<file path="src/rtl/irqf_pkg.sv">
package irqf_pkg;

    localparam int IRQF_NSRC   = 32;
    localparam int IRQF_NOUT   = 6;
    localparam int IRQF_GW     = 3;
    localparam int IRQF_AW     = 4;
    localparam int IRQF_EN_OFS = 0;
    localparam int IRQF_ST_OFS = 4;

    typedef enum logic [1:0] {
        TGT_NONE = 2'd0,
        TGT_EN   = 2'd1,
        TGT_ST   = 2'd2
    } irqf_tgt_e;

    typedef struct packed {
        irqf_tgt_e tgt;
        logic      wr;
        logic      rd;
    } irqf_acc_t;

    function automatic irqf_tgt_e irqf_decode(input int unsigned ofs);
        if (ofs == IRQF_EN_OFS)      return TGT_EN;
        else if (ofs == IRQF_ST_OFS) return TGT_ST;
        else                         return TGT_NONE;
    endfunction

    function automatic logic [IRQF_NSRC*IRQF_GW-1:0] irqf_default_map();
        logic [IRQF_NSRC*IRQF_GW-1:0] m;
        m = '0;
        for (int i = 0; i < IRQF_NSRC; i++) begin
            m[i*IRQF_GW +: IRQF_GW] = IRQF_GW'(i % IRQF_NOUT);
        end
        return m;
    endfunction

endpackage

</file>
<file path="src/rtl/irqf_regfile.sv">
module irqf_regfile
    import irqf_pkg::*;
#(
    parameter int NUM_SRC = IRQF_NSRC,
    parameter int ADDR_W  = IRQF_AW
) (
    input  logic               clk,
    input  logic               rst,
    input  logic               reg_sel,
    input  logic               reg_we,
    input  logic [ADDR_W-1:0]  reg_addr,
    input  logic [NUM_SRC-1:0] reg_wdata,
    input  logic [NUM_SRC-1:0] pend_q,
    output logic [NUM_SRC-1:0] en_q,
    output logic [NUM_SRC-1:0] clr_mask,
    output logic [NUM_SRC-1:0] reg_rdata
);

    irqf_acc_t acc;

    always_comb begin
        acc.tgt = irqf_decode(int'(reg_addr));
        acc.wr  = reg_sel && reg_we;
        acc.rd  = reg_sel && !reg_we;
    end

    always_ff @(posedge clk) begin
        if (rst) begin
            en_q <= '0;
        end else if (acc.wr && acc.tgt == TGT_EN) begin
            en_q <= reg_wdata;
        end
    end

    assign clr_mask = (acc.wr && acc.tgt == TGT_ST) ? reg_wdata : '0;

    always_comb begin
        reg_rdata = '0;
        if (acc.rd) begin
            unique case (acc.tgt)
                TGT_EN:  reg_rdata = en_q;
                TGT_ST:  reg_rdata = pend_q;
                default: reg_rdata = '0;
            endcase
        end
    end

endmodule

</file>
<file path="src/rtl/irqf_pending.sv">
module irqf_pending #(
    parameter int NUM_SRC = 32
) (
    input  logic               clk,
    input  logic               rst,
    input  logic [NUM_SRC-1:0] src_irq,
    input  logic [NUM_SRC-1:0] clr_mask,
    output logic [NUM_SRC-1:0] pend_q
);

    // A high source overrides a clear of its own bit in the same cycle.
    always_ff @(posedge clk) begin
        if (rst) begin
            pend_q <= '0;
        end else begin
            pend_q <= (pend_q & ~clr_mask) | src_irq;
        end
    end

endmodule

</file>
<file path="src/rtl/irqf_route.sv">
module irqf_route #(
    parameter int NUM_SRC = 32,
    parameter int NUM_OUT = 6,
    parameter int GRP_W   = 3,
    parameter logic [NUM_SRC*GRP_W-1:0] GROUP_MAP = '0
) (
    input  logic [NUM_SRC-1:0] pend_q,
    input  logic [NUM_SRC-1:0] en_q,
    output logic [NUM_OUT-1:0] irq_out
);

    logic [NUM_SRC-1:0]              live;
    logic [NUM_OUT-1:0][NUM_SRC-1:0] member;

    assign live = pend_q & en_q;

    for (genvar k = 0; k < NUM_OUT; k++) begin : g_out
        for (genvar i = 0; i < NUM_SRC; i++) begin : g_src
            assign member[k][i] = (GROUP_MAP[i*GRP_W +: GRP_W] == GRP_W'(k));
        end
        assign irq_out[k] = |(live & member[k]);
    end

endmodule

</file>
<file path="src/rtl/irq_fanin_router.sv">
module irq_fanin_router
    import irqf_pkg::*;
#(
    parameter int NUM_SRC = IRQF_NSRC,
    parameter int NUM_OUT = IRQF_NOUT,
    parameter int GRP_W   = IRQF_GW,
    parameter int ADDR_W  = IRQF_AW,
    parameter logic [NUM_SRC*GRP_W-1:0] GROUP_MAP = irqf_default_map()
) (
    input  logic               clk,
    input  logic               rst,
    input  logic               reg_sel,
    input  logic               reg_we,
    input  logic [ADDR_W-1:0]  reg_addr,
    input  logic [NUM_SRC-1:0] reg_wdata,
    output logic [NUM_SRC-1:0] reg_rdata,
    input  logic [NUM_SRC-1:0] src_irq,
    output logic [NUM_OUT-1:0] irq_out
);

    logic [NUM_SRC-1:0] en_q;
    logic [NUM_SRC-1:0] pend_q;
    logic [NUM_SRC-1:0] clr_mask;

    irqf_regfile #(
        .NUM_SRC (NUM_SRC),
        .ADDR_W  (ADDR_W)
    ) u_regs (
        .clk       (clk),
        .rst       (rst),
        .reg_sel   (reg_sel),
        .reg_we    (reg_we),
        .reg_addr  (reg_addr),
        .reg_wdata (reg_wdata),
        .pend_q    (pend_q),
        .en_q      (en_q),
        .clr_mask  (clr_mask),
        .reg_rdata (reg_rdata)
    );

    irqf_pending #(
        .NUM_SRC (NUM_SRC)
    ) u_pend (
        .clk      (clk),
        .rst      (rst),
        .src_irq  (src_irq),
        .clr_mask (clr_mask),
        .pend_q   (pend_q)
    );

    irqf_route #(
        .NUM_SRC   (NUM_SRC),
        .NUM_OUT   (NUM_OUT),
        .GRP_W     (GRP_W),
        .GROUP_MAP (GROUP_MAP)
    ) u_route (
        .pend_q  (pend_q),
        .en_q    (en_q),
        .irq_out (irq_out)
    );

endmodule

</file>
<file path="config.mk">
export PLATFORM = sky130hd
export DESIGN_NAME = irq_fanin_router
export DESIGN_NICKNAME = d
export VERILOG_FILES = /design/src/rtl/irqf_pkg.sv /design/src/rtl/irqf_regfile.sv /design/src/rtl/irqf_pending.sv /design/src/rtl/irqf_route.sv /design/src/rtl/irq_fanin_router.sv
export SDC_FILE = /design/constraint.sdc
export NUM_CORES = 1
export LEC_CHECK = 0
export BUFFER_PORTS_ARGS = -buffer_cell sky130_fd_sc_hd__clkbuf_2
export CAP_MARGIN = 30
export CORE_ASPECT_RATIO = 1.2
export CORE_MARGIN = 2
export CORE_UTILIZATION = 45
export DETAILED_ROUTE_END_ITERATION = 6
export PLACE_DENSITY_LB_ADDON = 0.05
export SKIP_CTS_REPAIR_TIMING = 1
export SYNTH_ARGS = -nofsm -noshare
export SYNTH_HDL_FRONTEND = slang
export SYNTH_SLANG_ARGS = --single-unit
</file>
<file path="constraint.sdc">
create_clock -name clk -period 1 [get_ports clk]
set_input_delay 0.1 -clock clk [delete_from_list [all_inputs] [get_ports clk]]
set_output_delay 0.1 -clock clk [all_outputs]
set_load 0.05 [all_outputs]
</file>
=== Yosys cells after proc, flatten, opt, wreduce, memory -nomap -nowiden ===
Index checks and enable logic that the tools add are counted.

* Bits of input ports: 72
* Bits in registers: 64
* Output and inout bits: 38
* Logic and storage cells: 26

* Reduce and logical (&&, ||, !) cells: 12
* Muxes and demuxes: 5
* Bitwise gates (word level): 4
* Eq/ne operators: 3

{| class="wikitable"
|+ Operator list
! operator !! number
|-
| $and A32 B32 Y32 || 2
|-
| $mux W32 || 2
|-
| $pmux W32 S2 || 1
|-
| $not A32 Y32 || 1
|-
| $or A32 B32 Y32 || 1
|-
| $reduce_or A5 Y1 || 4
|-
| $reduce_or A6 Y1 || 2
|-
| $eq A4 B3 Y1 const B || 1
|-
| $logic_and A1 B1 Y1 || 4
|-
| $logic_not A4 Y1 || 1
|-
| $mux W2 || 2
|-
| $eq A2 B1 Y1 const B || 1
|-
| $eq A2 B2 Y1 const B || 1
|-
| $logic_not A1 Y1 || 1
|}

=== Depth between registers and ports, before layout ===
Gate-level depths: netlist of the first run.

* Word-level depth: 9
* Mapped depth: 4
* Mapped depth without buffers: 3

=== By module ===
Synthesis of the first run repeated with hierarchy kept, for this count alone.

* Cells, all modules: 403
* Area, all modules: 3397.0 um^2

{| class="wikitable"
|+ By module, submodules not included
! module !! area each (um^2) !! seq. area each (um^2) !! times used !! cells an instance
|-
| irqf_regfile || 2102.0 || 640.6 || 1 || 252
|-
| irqf_pending || 1154.9 || 640.6 || 1 || 131
|-
| irqf_route || 140.1 || 0.0 || 1 || 20
|}

=== Worst setup path before layout of the first run ===
No wires, ideal clock.

* Path type: input -> output
* Start point: in reg_addr[3]
* End point: out reg_rdata[0]
* Setup slack: -0.404 ns
* Stages on the path: 3
* Arrival time: 1.304 ns
* Path through: nor4b_4 -> a22oi_1 -> nor2_1

* Word-level cells in the longest chain between the ends: 6

{| class="wikitable"
|+ RTL lines
! item !! line !! source
|-
| start, declared || irq_fanin_router.sv:14 || <nowiki>input logic [ADDR_W-1:0] reg_addr,</nowiki>
|-
| $eq A4 B3 Y1 || irqf_pkg.sv:24 || <nowiki>else if (ofs == IRQF_ST_OFS) return TGT_ST;</nowiki>
|-
| $mux W2 || irqf_pkg.sv:24 ||
|-
| $mux W2 * || irqf_pkg.sv:23 || <nowiki>if (ofs == IRQF_EN_OFS) return TGT_EN;</nowiki>
|-
| $eq A2 B2 Y1 or $eq A2 B1 Y1 (tied branches) || irqf_regfile.sv:40 || <nowiki>unique case (acc.tgt)</nowiki>
|-
| $pmux W32 S2 * || irqf_regfile.sv:40 ||
|-
| $mux W32 * || irqf_regfile.sv:39 || <nowiki>if (acc.rd) begin</nowiki>
|-
| end, declared || irq_fanin_router.sv:16 || <nowiki>output logic [NUM_SRC-1:0] reg_rdata,</nowiki>
|}

Every way passes the cells marked *; elsewhere a longest branch is shown, timed or not.

=== Final worst setup path of the first run ===
* Start point: reg u_pend.pend_q[26]
* End point: out irq_out[2]

* Word-level cells in the longest chain between the ends: 2

{| class="wikitable"
|+ RTL lines
! item !! line !! source
|-
| start, declared || irqf_pending.sv:8 || <nowiki>output logic [NUM_SRC-1:0] pend_q</nowiki>
|-
| start signal, assigned || irqf_pending.sv:16 || <nowiki>pend_q <= (pend_q & ~clr_mask) | src_irq;</nowiki>
|-
| $and A32 B32 Y32 || irqf_route.sv:15 || <nowiki>assign live = pend_q & en_q;</nowiki>
|-
| $reduce_or A5 Y1 || irqf_route.sv:21 || <nowiki>assign irq_out[k] = |(live & member[k]);</nowiki>
|-
| end, declared || irq_fanin_router.sv:18 || <nowiki>output logic [NUM_OUT-1:0] irq_out</nowiki>
|}

No other way between the ends.

==> impl_metrics.json, run 1 <==
{
  "syn_avg_cell_area_um2": 9.54,
  "synthAdderAreaFrac_pct": 0,
  "synth_top_family_by_area": "simple AND/OR/NAND/NOR gates",
  "fin_worst_skew_ns": 0,
  "final_nets": 627,
  "start_util_pct": 46.7,
  "grt_pass1_wl_um": 16700,
  "async_reset_ff_share_pct": 0,
  "synth_largest_area_cell": "dfxtp_1",
  "slowest_stage": "a222oi_1",
  "ys_ff_latch": 64,
  "utilization_pct": 76.3,
  "whs_path_depth": 3,
  "row_count": 35,
  "yosysUniqueCellTypes": 19,
  "fp.dieArea_mm2": 0.00873,
  "area_growth_pct": 63.5,
  "h-tree-depth": 3,
  "finalSetupViolations": 38,
  "timing.final.crit_share_pct": 157,
  "critical_path.top_delay_family": "compound AO/OA/AOI/OAI gates",
  "violations": "setup timing",
  "synthXorXnorAreaFrac_pct": 0,
  "clk_pin_slew_worst_paths_ns": 0.07,
  "syn_area_mm2": 0.00360,
  "drtIter0Drc": 153,
  "coreArea_mm2": 0.00771,
  "drtAntennaViolNets": 0,
  "yosys_warnings": 0,
  "synth_edf_count": 0,
  "num_vias": 3503,
  "routed_wl_um": 11500,
  "cts_buffers": 9,
  "grt_usage_pct": 24.6,
  "synthMuxAreaShare_pct": 8.90,
  "nFillCells": 551,
  "gp_congestion": 0.823,
  "n_antenna_cell": 0,
  "crit_path_max_fanout": 2,
  "grt_pass1_vias": 3441,
  "relSlewSlack_pct": 74.3,
  "status": "finished with violations",
  "synth_flop_cell": "dfxtp_1",
  "synth_compound_area_share_pct": 21.8,
  "ios": 110,
  "p_leak_nw": 2.24,
  "hold-path-endpoint": "u_regs.en_q[27]$_SDFFE_PP0P_",
  "min_period_ns": 1.57,
  "via_per_inst": 5.38,
  "setup_ws_ns": -0.568,
  "overflow": 0,
  "seqCellArea_mm2": 0.00130,
  "dp_hpwl_um": 7540,
  "synth_top_area_share_pct": 35.6,
  "die_x_um": 85.6,
  "drv_cap": 0,
  "cts_tree": "built",
  "root_buffer": "clkbuf_8",
  "clockBufferDepth": 2,
  "wl_per_cell_um": 17.7,
  "synth_area_leaders": "dfxtp_1 (36%), nand2b_1 (11%), a22oi_2 (10%), mux2i_1 (8.9%), a311oi_1 (7.8%)",
  "synth_cells": 377,
  "drt_drc_violations_left": 0,
  "hold_slack_ns": 0.00835,
  "path_class": "reg -> out",
  "worstSkewPairLatency_ns": 0.33,
  "ir_drop_mv": 0.710,
  "synth_nets": 449,
  "pre_cts_slack_ns": -0.476,
  "reg2reg_from": "u_pend.pend_q[6]$_SDFF_PP0_",
  "hold_path.startpoint": "reg_wdata[27]",
  "cp_cell_sequence": "a222oi_1, buf_4, nand2_2, buf_6",
  "fmax_mhz": 638,
  "io_buffers": 109,
  "synth_common_cells": "nand2b_1 (65), dfxtp_1 (64), nor2_1 (35)",
  "cts_sinks": 64,
  "power_per_cell_area_mw_per_mm2": 990,
  "hold_path.class": "in -> reg",
  "regToRegEndpoint": "u_pend.pend_q[6]$_SDFF_PP0_",
  "slowest_delay_ns": 0.41,
  "multi_input_area_mm2": 0.00239,
  "firstDrtPassIters": 4,
  "yosys.area_share.simple_pct": 28.8,
  "grt_max_degree": 50,
  "yosysMostFrequentCell": "nand2b_1",
  "worst_slew_pin_slew_ns": 0.385,
  "critical_path_arrival_ns": 1.47,
  "timing_hold_violations_final": 0,
  "drive_above_1_share_pct": 55.3,
  "fin_setup_tns_ns": -13.38,
  "worst-r2r-setup-slack_ns": 0.11,
  "worst-path-buf-inv": 2,
  "rsz0062_at_grt": "true",
  "die_h_um": 102,
  "totalPowerFinal_mw": 5.82,
  "worstPathRequired_ns": 0.90,
  "finalMaxSlewViolations": 0,
  "cp-end-kind": "output port",
  "cp-start-kind": "register",
  "yosysSeqAreaShare_pct": 35.6,
  "r2r_cells": 3,
  "antenna_found_initial": 0
}
[layout by cell type, fill, tap and decap left out]
cell type / n
nor3_2: 1
clkbuf_8: 11
a222oi_1: 4
nand2_8: 1
nor2_1: 32
nor2_4: 32
nand2_2: 4
nor4b_4: 2
buf_12: 24
nand3_2: 1
clkbuf_1: 1
buf_6: 37
a311oi_1: 32
clkbuf_16: 4
nor2_2: 1
nand2b_1: 64
nor4_4: 1
dfxtp_2: 17
buf_4: 52
nand3_1: 1
nor2b_2: 1
a22oi_1: 5
dlygate4sd3_1: 1
buf_8: 11
clkinv_2: 2
clkbuf_2: 67
mux2i_2: 1
a22oi_2: 37
clkinvlp_4: 1
nor2b_1: 32
mux2i_1: 31
dfxtp_1: 47
nand2b_4: 1
[metrics by stage]
step	instances	cell area, µm²
final	651	5880
after CTS	633	5300
after detailed placement	618	5130
after global placement	618	5130
after floorplan	377	3800
after global routing	651	5880
[how the worst max path moves through the flow]
stage          slack [ns]             to  depth (start not counted)                         start
2_1_floorplan       -0.18  reg_rdata[11]                          3                        reg_we
3_3_place_gp        -0.47  reg_rdata[31]                          6                   reg_addr[3]
3_5_place_dp        -0.48  reg_rdata[31]                          6                   reg_addr[3]
4_1_cts             -0.57     irq_out[2]                          4  u_regs.en_q[26]$_SDFFE_PP0P_
5_1_grt             -0.62     irq_out[2]                          4  u_pend.pend_q[26]$_SDFF_PP0_
6_report            -0.57     irq_out[2]                          4  u_pend.pend_q[26]$_SDFF_PP0_
[final cells by class]
class	instances	area share (%)
clock buffer	12	2.64
clock inverter	3	0.298
multi-input combinational	284	40.7
sequential	64	22.1
tap	92	1.96
timing repair buffer	196	32.3
[where the power goes]
part / internal [mW] / switching [mW] / leakage [nW]
combinational: 0.560 / 0.514 / 1.61
sequential: 2.66 / 0.0877 / 0.532
clock: 1.01 / 0.991 / 0.0882
[worst register-to-register path: cells and delay by family, from the launching register on]
kind | cells | cell delay (ns)
buffers and inverters | 1 | 0.15
and+or+nand+nor | 1 | 0.04
AOI/OAI and AO/OA | 1 | 0.22
DFF | 1 | 0.40
[flip-flops by register name, summed over array words and instances, names as in the netlist]
signal / cells
u_pend.pend_q: 32
u_regs.en_q: 32
[routing by layer]
| metal | wire length (µm) | share of wire (%) | GRT usage, % |
|---|---|---|---|
| met1 | 4440 | 39 | 29.2 |
| met2 | 6410 | 56 | 44.5 |
| met3 | 397 | 3.5 | 3.23 |
| met4 | 252 | 2.2 | 10.3 |
| met5 | 0 | 0 | 0 |
[cells by family (layout without fill, tap and decap cells)]
family | count (synthesis) | in the layout
multiplexers | 32 | 32
AND/OR/NAND/NOR | 174 | 174
AO/OA/AOI/OAI | 78 | 78
flip-flops | 64 | 64
buffers and inverters | 29 | 211
Note: power is estimated with default switching activity, not from simulation.
==> run 2, diff against run 1 <==
--- a/config.mk
+++ b/config.mk
@@ -12,6 +12,7 @@
 export CORE_UTILIZATION = 45
 export DETAILED_ROUTE_END_ITERATION = 6
 export PLACE_DENSITY_LB_ADDON = 0.05
+export RECOVER_POWER = 100
 export SKIP_CTS_REPAIR_TIMING = 1
 export SYNTH_ARGS = -nofsm -noshare
 export SYNTH_HDL_FRONTEND = slang
==> run 2 against run 1 <==
Effect of this change:
- the run still ends with setup timing left
- worst setup slack lost 0.0045 ns
- critical endpoint unchanged
- fmax down 0.28%
- die area unchanged
- clock power about the same
- critical path depth stayed put
- clock-buffer cell count unchanged
- power about the same
- sequential share of layout area is 0.19 points higher
- register-to-register slack hardly changed
- sequential power is essentially flat
- clock skew unchanged
==> impl_metrics.json, run 2 (synthesis results as in run 1) <==
{
  "status": "finished with violations",
  "violations": "setup timing",
  "placed_cells": 618,
  "final_common_cell": "clkbuf_2",
  "worstPathRequired_ns": 0.90,
  "cts_tree": "built",
  "area_growth_pct": 62.1,
  "seqCellArea_mm2": 0.00130,
  "worst-r2r-setup-slack_ns": 0.12,
  "io_buffers": 109,
  "fin_cells": 651,
  "met3_usage_pct": 3.23,
  "firstDrtPassIters": 4,
  "overflow": 0,
  "drtIter0Drc": 129,
  "hold-path-endpoint": "u_regs.en_q[27]$_SDFFE_PP0P_",
  "p_leak_nw": 2.22,
  "slowest_delay_ns": 0.41,
  "nFillCells": 559,
  "r2r_cells": 3,
  "root_buffer": "clkbuf_8",
  "final_nets": 627,
  "fp.dieArea_mm2": 0.00873,
  "antenna_found_initial": 0,
  "finalMaxSlewViolations": 0,
  "coreArea_mm2": 0.00771,
  "critical_path_arrival_ns": 1.47,
  "ios": 110,
  "dp_hpwl_um": 7540,
  "drt_drc_violations_left": 0,
  "start_util_pct": 46.7,
  "finalSetupViolations": 71,
  "whs_path_depth": 3,
  "crit_start": "u_pend.pend_q[26]$_SDFF_PP0_",
  "drv_cap": 0,
  "wl_per_cell_um": 17.7,
  "grt_pass1_wl_um": 16700,
  "use_met2_pct": 44.5,
  "setup_ws_ns": -0.572,
  "clk_pin_slew_worst_paths_ns": 0.07,
  "cp_cell_sequence": "a222oi_1, buf_4, nand2_2, buf_6",
  "timing.final.crit_share_pct": 157,
  "grt_use_met1_pct": 29.2,
  "rsz0062_at_grt": "true",
  "fmax_mhz": 636,
  "worst_slew_pin_slew_ns": 0.469,
  "cp-start-kind": "register",
  "min_period_ns": 1.57,
  "row_count": 35,
  "grt_pass1_vias": 3441,
  "multi_input_area_mm2": 0.00239,
  "die_x_um": 85.6,
  "n_antenna_cell": 0,
  "worstSkewPairLatency_ns": 0.33,
  "power_per_cell_area_mw_per_mm2": 1000,
  "cts_buffers": 9,
  "relSlewSlack_pct": 68.7,
  "fin_worst_skew_ns": 0,
  "slowest_stage": "a222oi_1",
  "clockBufferDepth": 2,
  "num_vias": 3516,
  "reg.largest.list": "u_pend.pend_q (32), u_regs.en_q (32)",
  "ir_drop_mv": 0.715,
  "reg2reg_from": "u_pend.pend_q[6]$_SDFF_PP0_",
  "via_per_inst": 5.40,
  "gp_congestion": 0.823,
  "die_h_um": 102,
  "cts_sinks": 64,
  "hold_path.startpoint": "reg_wdata[27]",
  "totalPowerFinal_mw": 5.83,
  "drtAntennaViolNets": 0,
  "cp-end-kind": "output port",
  "grt.busiest_layer": "met2",
  "timing_hold_violations_final": 0,
  "crit_path_max_fanout": 2,
  "regToRegEndpoint": "u_pend.pend_q[6]$_SDFF_PP0_",
  "mostFrequentLayoutCells": "clkbuf_2 (68), nand2b_1 (64), buf_4 (48)",
  "routed_wl_um": 11500,
  "hold_path.class": "in -> reg",
  "grt_max_degree": 50,
  "drive_above_1_share_pct": 55.1,
  "grt_usage_pct": 24.6,
  "h-tree-depth": 3,
  "path_class": "reg -> out"
}
==> run 2: changes by cell type in the layout (fill, tap and decap cells not counted), sizes merged <==
cell    before  now
buf        124  122
clkbuf      83   85
==> run 2: metal layers <==
metal  up-vias  wire (µm)
met5         -          0
met4         0        236
met3        17        326
met2        80       6330
met1      1699       4640
li1       1720          -
==> run 2: worst max path at each step <==
stage / depth (start not counted) / end / slack [ns]
finish: 4 / irq_out[2] / -0.57
global route: 4 / irq_out[2] / -0.62
CTS: 4 / irq_out[2] / -0.57
detailed placement: 6 / reg_rdata[31] / -0.48
global placement: 6 / reg_rdata[31] / -0.47
floorplan: 3 / reg_rdata[11] / -0.18
==> run 2: cell type report <==
type	count	area share [%]
sequential	64	22.3
multi-input combinational	284	41.0
timing repair buffer	196	31.8
clock inverter	3	0.300
tap	92	1.97
clock buffer	12	2.66
==> run 2: through the flow <==
step / area, µm² / utilization, % / hold WS [ns] / TNS, ns / worst slack (ns)
floorplan: 3800 / - / 0.248 / -6.57 / -0.185
global placement: 5130 / 66.5 / 0.356 / -26.18 / -0.466
detailed placement: 5130 / 66.5 / 0.365 / -27.74 / -0.476
CTS: 5300 / 68.8 / 0.000834 / -16.27 / -0.566
global route: 5830 / 75.7 / 0.00841 / -19.22 / -0.621
finish: 5830 / 75.7 / 0.00748 / -14.20 / -0.572
==> run 2: critical path, delay by kind of cell, from the launching register on <==
kind | cells | cell delay [ns]
AO/OA/AOI/OAI | 1 | 0.41
buffers and inverters | 2 | 0.35
flip-flops | 1 | 0.32
AND/OR/NAND/NOR | 1 | 0.05
==> run 2: power by group <==
part           internal (mW)  total [mW]  switching (mW)
Clock                   1.01        2.02            1.00
Sequential              2.66        2.75          0.0881
Combinational          0.554        1.07           0.514
==> run 3, diff against run 2 <==
==> constraint.sdc (replaced) <==
create_clock -name clk -period 1 [get_ports clk]
set_input_delay 0.1 -clock clk [delete_from_list [all_inputs] [get_ports clk]]
set_output_delay 0.1 -clock clk [all_outputs]
set_load 0.005 [all_outputs]
==> run 3 against run 2 <==
Effect of this change:
- the flow still finishes with violations (setup timing)
- die area unchanged
- largest cell class unchanged
- final area shrank 15%
- flip-flop and latch count unchanged
- wire length shrank 7.8%
- global-route usage fell by 2.0 points
- critical path depth stayed put
- power increased by 7.3%
- clock-buffer cell count up 2
- sequential power hardly changed
==> impl_metrics.json, run 3 (synthesis results as in run 1) <==
{
  "antenna_found_initial": 0,
  "worst_slew_pin_slew_ns": 0.422,
  "hold_path.startpoint": "reg_wdata[29]",
  "combPwrFrac_pct": 13.7,
  "cts_buffers": 9,
  "worstPathRequired_ns": 0.90,
  "hold_slack_ns": 0.000141,
  "die_h_um": 102,
  "r2r_cells": 3,
  "cp-start-kind": "register",
  "drive_above_1_share_pct": 49.4,
  "n_antenna_cell": 0,
  "path_class": "reg -> out",
  "worst-path-buf-inv": 2,
  "area_growth_pct": 37.9,
  "root_buffer": "clkbuf_8",
  "pre_cts_slack_ns": -0.350,
  "dp_hpwl_um": 7130,
  "seqCellArea_mm2": 0.00129,
  "critical_path_arrival_ns": 1.38,
  "grt_max_degree": 37,
  "h-tree-depth": 3,
  "drtIter0Drc": 135,
  "wl_per_cell_um": 17.3,
  "crit_start": "u_regs.en_q[29]$_SDFFE_PP0P_",
  "row_count": 35,
  "fmax_mhz": 674,
  "ir_drop_mv": 0.819,
  "nFillCells": 651,
  "reg.largest.list": "u_pend.pend_q (32), u_regs.en_q (32)",
  "cts_sinks": 64,
  "final_nets": 591,
  "clock_power_share_pct": 42.3,
  "reg2reg_from": "u_pend.pend_q[5]$_SDFF_PP0_",
  "worst-r2r-setup-slack_ns": 0.14,
  "critical_path.top_delay_family": "compound AO/OA/AOI/OAI gates",
  "drtAntennaViolNets": 0,
  "ios": 110,
  "regToRegEndpoint": "u_pend.pend_q[5]$_SDFF_PP0_",
  "finalSetupViolations": 43,
  "num_vias": 3341,
  "relSlewSlack_pct": 71.8,
  "slowest_delay_ns": 0.36,
  "fin_worst_skew_ns": 0,
  "p_leak_nw": 1.93,
  "die_x_um": 85.6,
  "cp.depth": 4,
  "timing.final.crit_share_pct": 148,
  "grt_pass1_wl_um": 15200,
  "final_common_cell": "clkbuf_2",
  "hold_path.class": "in -> reg",
  "rsz0062_at_grt": "true",
  "gp_congestion": 0.839,
  "cts_tree": "built",
  "cp-endpoint": "irq_out[5]",
  "power_per_cell_area_mw_per_mm2": 1260,
  "clockBufferDepth": 2,
  "clk_pin_slew_worst_paths_ns": 0.07,
  "overflow": 0,
  "routed_wl_um": 10600,
  "slowest_stage": "a222oi_1",
  "p_switching_mw": 1.54,
  "drt_drc_violations_left": 0,
  "cp-end-kind": "output port",
  "violations": "setup timing",
  "finalMaxSlewViolations": 0,
  "status": "finished with violations",
  "cp_cell_sequence": "a222oi_1, buf_4, nand2_2, buf_6",
  "via_per_inst": 5.42,
  "p_sw_share_pct": 24.6,
  "start_util_pct": 46.7,
  "firstDrtPassIters": 4,
  "drv_cap": 0,
  "totalPowerFinal_mw": 6.25,
  "grt_pass1_vias": 3154,
  "min_period_ns": 1.48,
  "coreArea_mm2": 0.00771,
  "intPower_mw": 4.72,
  "fp.dieArea_mm2": 0.00873,
  "io_buffers": 109,
  "timing_hold_violations_final": 0,
  "setup_ws_ns": -0.484,
  "crit_path_max_fanout": 2,
  "mostFrequentLayoutCells": "clkbuf_2 (88), nand2b_1 (64), dfxtp_1 (54)",
  "grt_usage_pct": 22.6,
  "seqPwrFrac_pct": 44.0,
  "worstSkewPairLatency_ns": 0.35,
  "multi_input_area_mm2": 0.00221
}
-- run 3: worst min-delay path by stage --
stage	endpoint	slack, ns	depth (start not counted)
6_report	u_regs.en_q[29]$_SDFFE_PP0P_	0.0001	3
5_1_grt	u_regs.en_q[12]$_SDFFE_PP0P_	0.005	3
4_1_cts	u_regs.en_q[17]$_SDFFE_PP0P_	-0.004	3
3_5_place_dp	u_regs.en_q[17]$_SDFFE_PP0P_	0.36	3
3_3_place_gp	u_regs.en_q[14]$_SDFFE_PP0P_	0.36	3
2_1_floorplan	u_regs.en_q[0]$_SDFFE_PP0P_	0.26	2
-- run 3: power groups by stage --
stage	Sequential (mW)	Combinational, mW	Clock (mW)
after CTS	2.74	0.817	2.66
after floorplan	2.78	0.402	0
after global placement	2.80	0.798	0
after detailed placement	2.80	0.813	0
after global routing	2.76	0.929	2.77
final	2.75	0.857	2.64
-- run 3: cell type report --
| cell class | instances | share of cell area, % |
|---|---|---|
| Clock buffer | 14 | 3.48 |
| Clock inverter | 2 | 1.21 |
| Multi-Input combinational cell | 284 | 44.5 |
| Sequential cell | 64 | 26.1 |
| Tap cell | 92 | 2.32 |
| Timing Repair Buffer | 160 | 22.4 |
-- run 3: worst reg2reg max path, cell delays in order (launching register included) --
cell,delay [ns]
dfxtp_1,0.38
buf_4,0.14
nor2_1,0.04
a311oi_1,0.22
-- run 3: metrics by stage --
step           util [%]  cells  cell area (µm²)  TNS, ns
2_1_floorplan         -    377             3610   -0.935
3_3_place_gp       58.8    592             4530   -20.99
3_5_place_dp       58.8    592             4530   -22.02
4_1_cts            61.8    608             4760   -12.45
5_1_grt            64.4    616             4960   -12.65
6_report           64.4    616             4960   -10.20
-- run 3: routing by layer --
layer  vias up  track usage, %  routed length [µm]
met1      1587            27.0                4330
li1       1641               -                   -
met3        18            3.72                 602
met4         0            13.4                 238
met2        95            38.3                5460
met5         -               0                   0
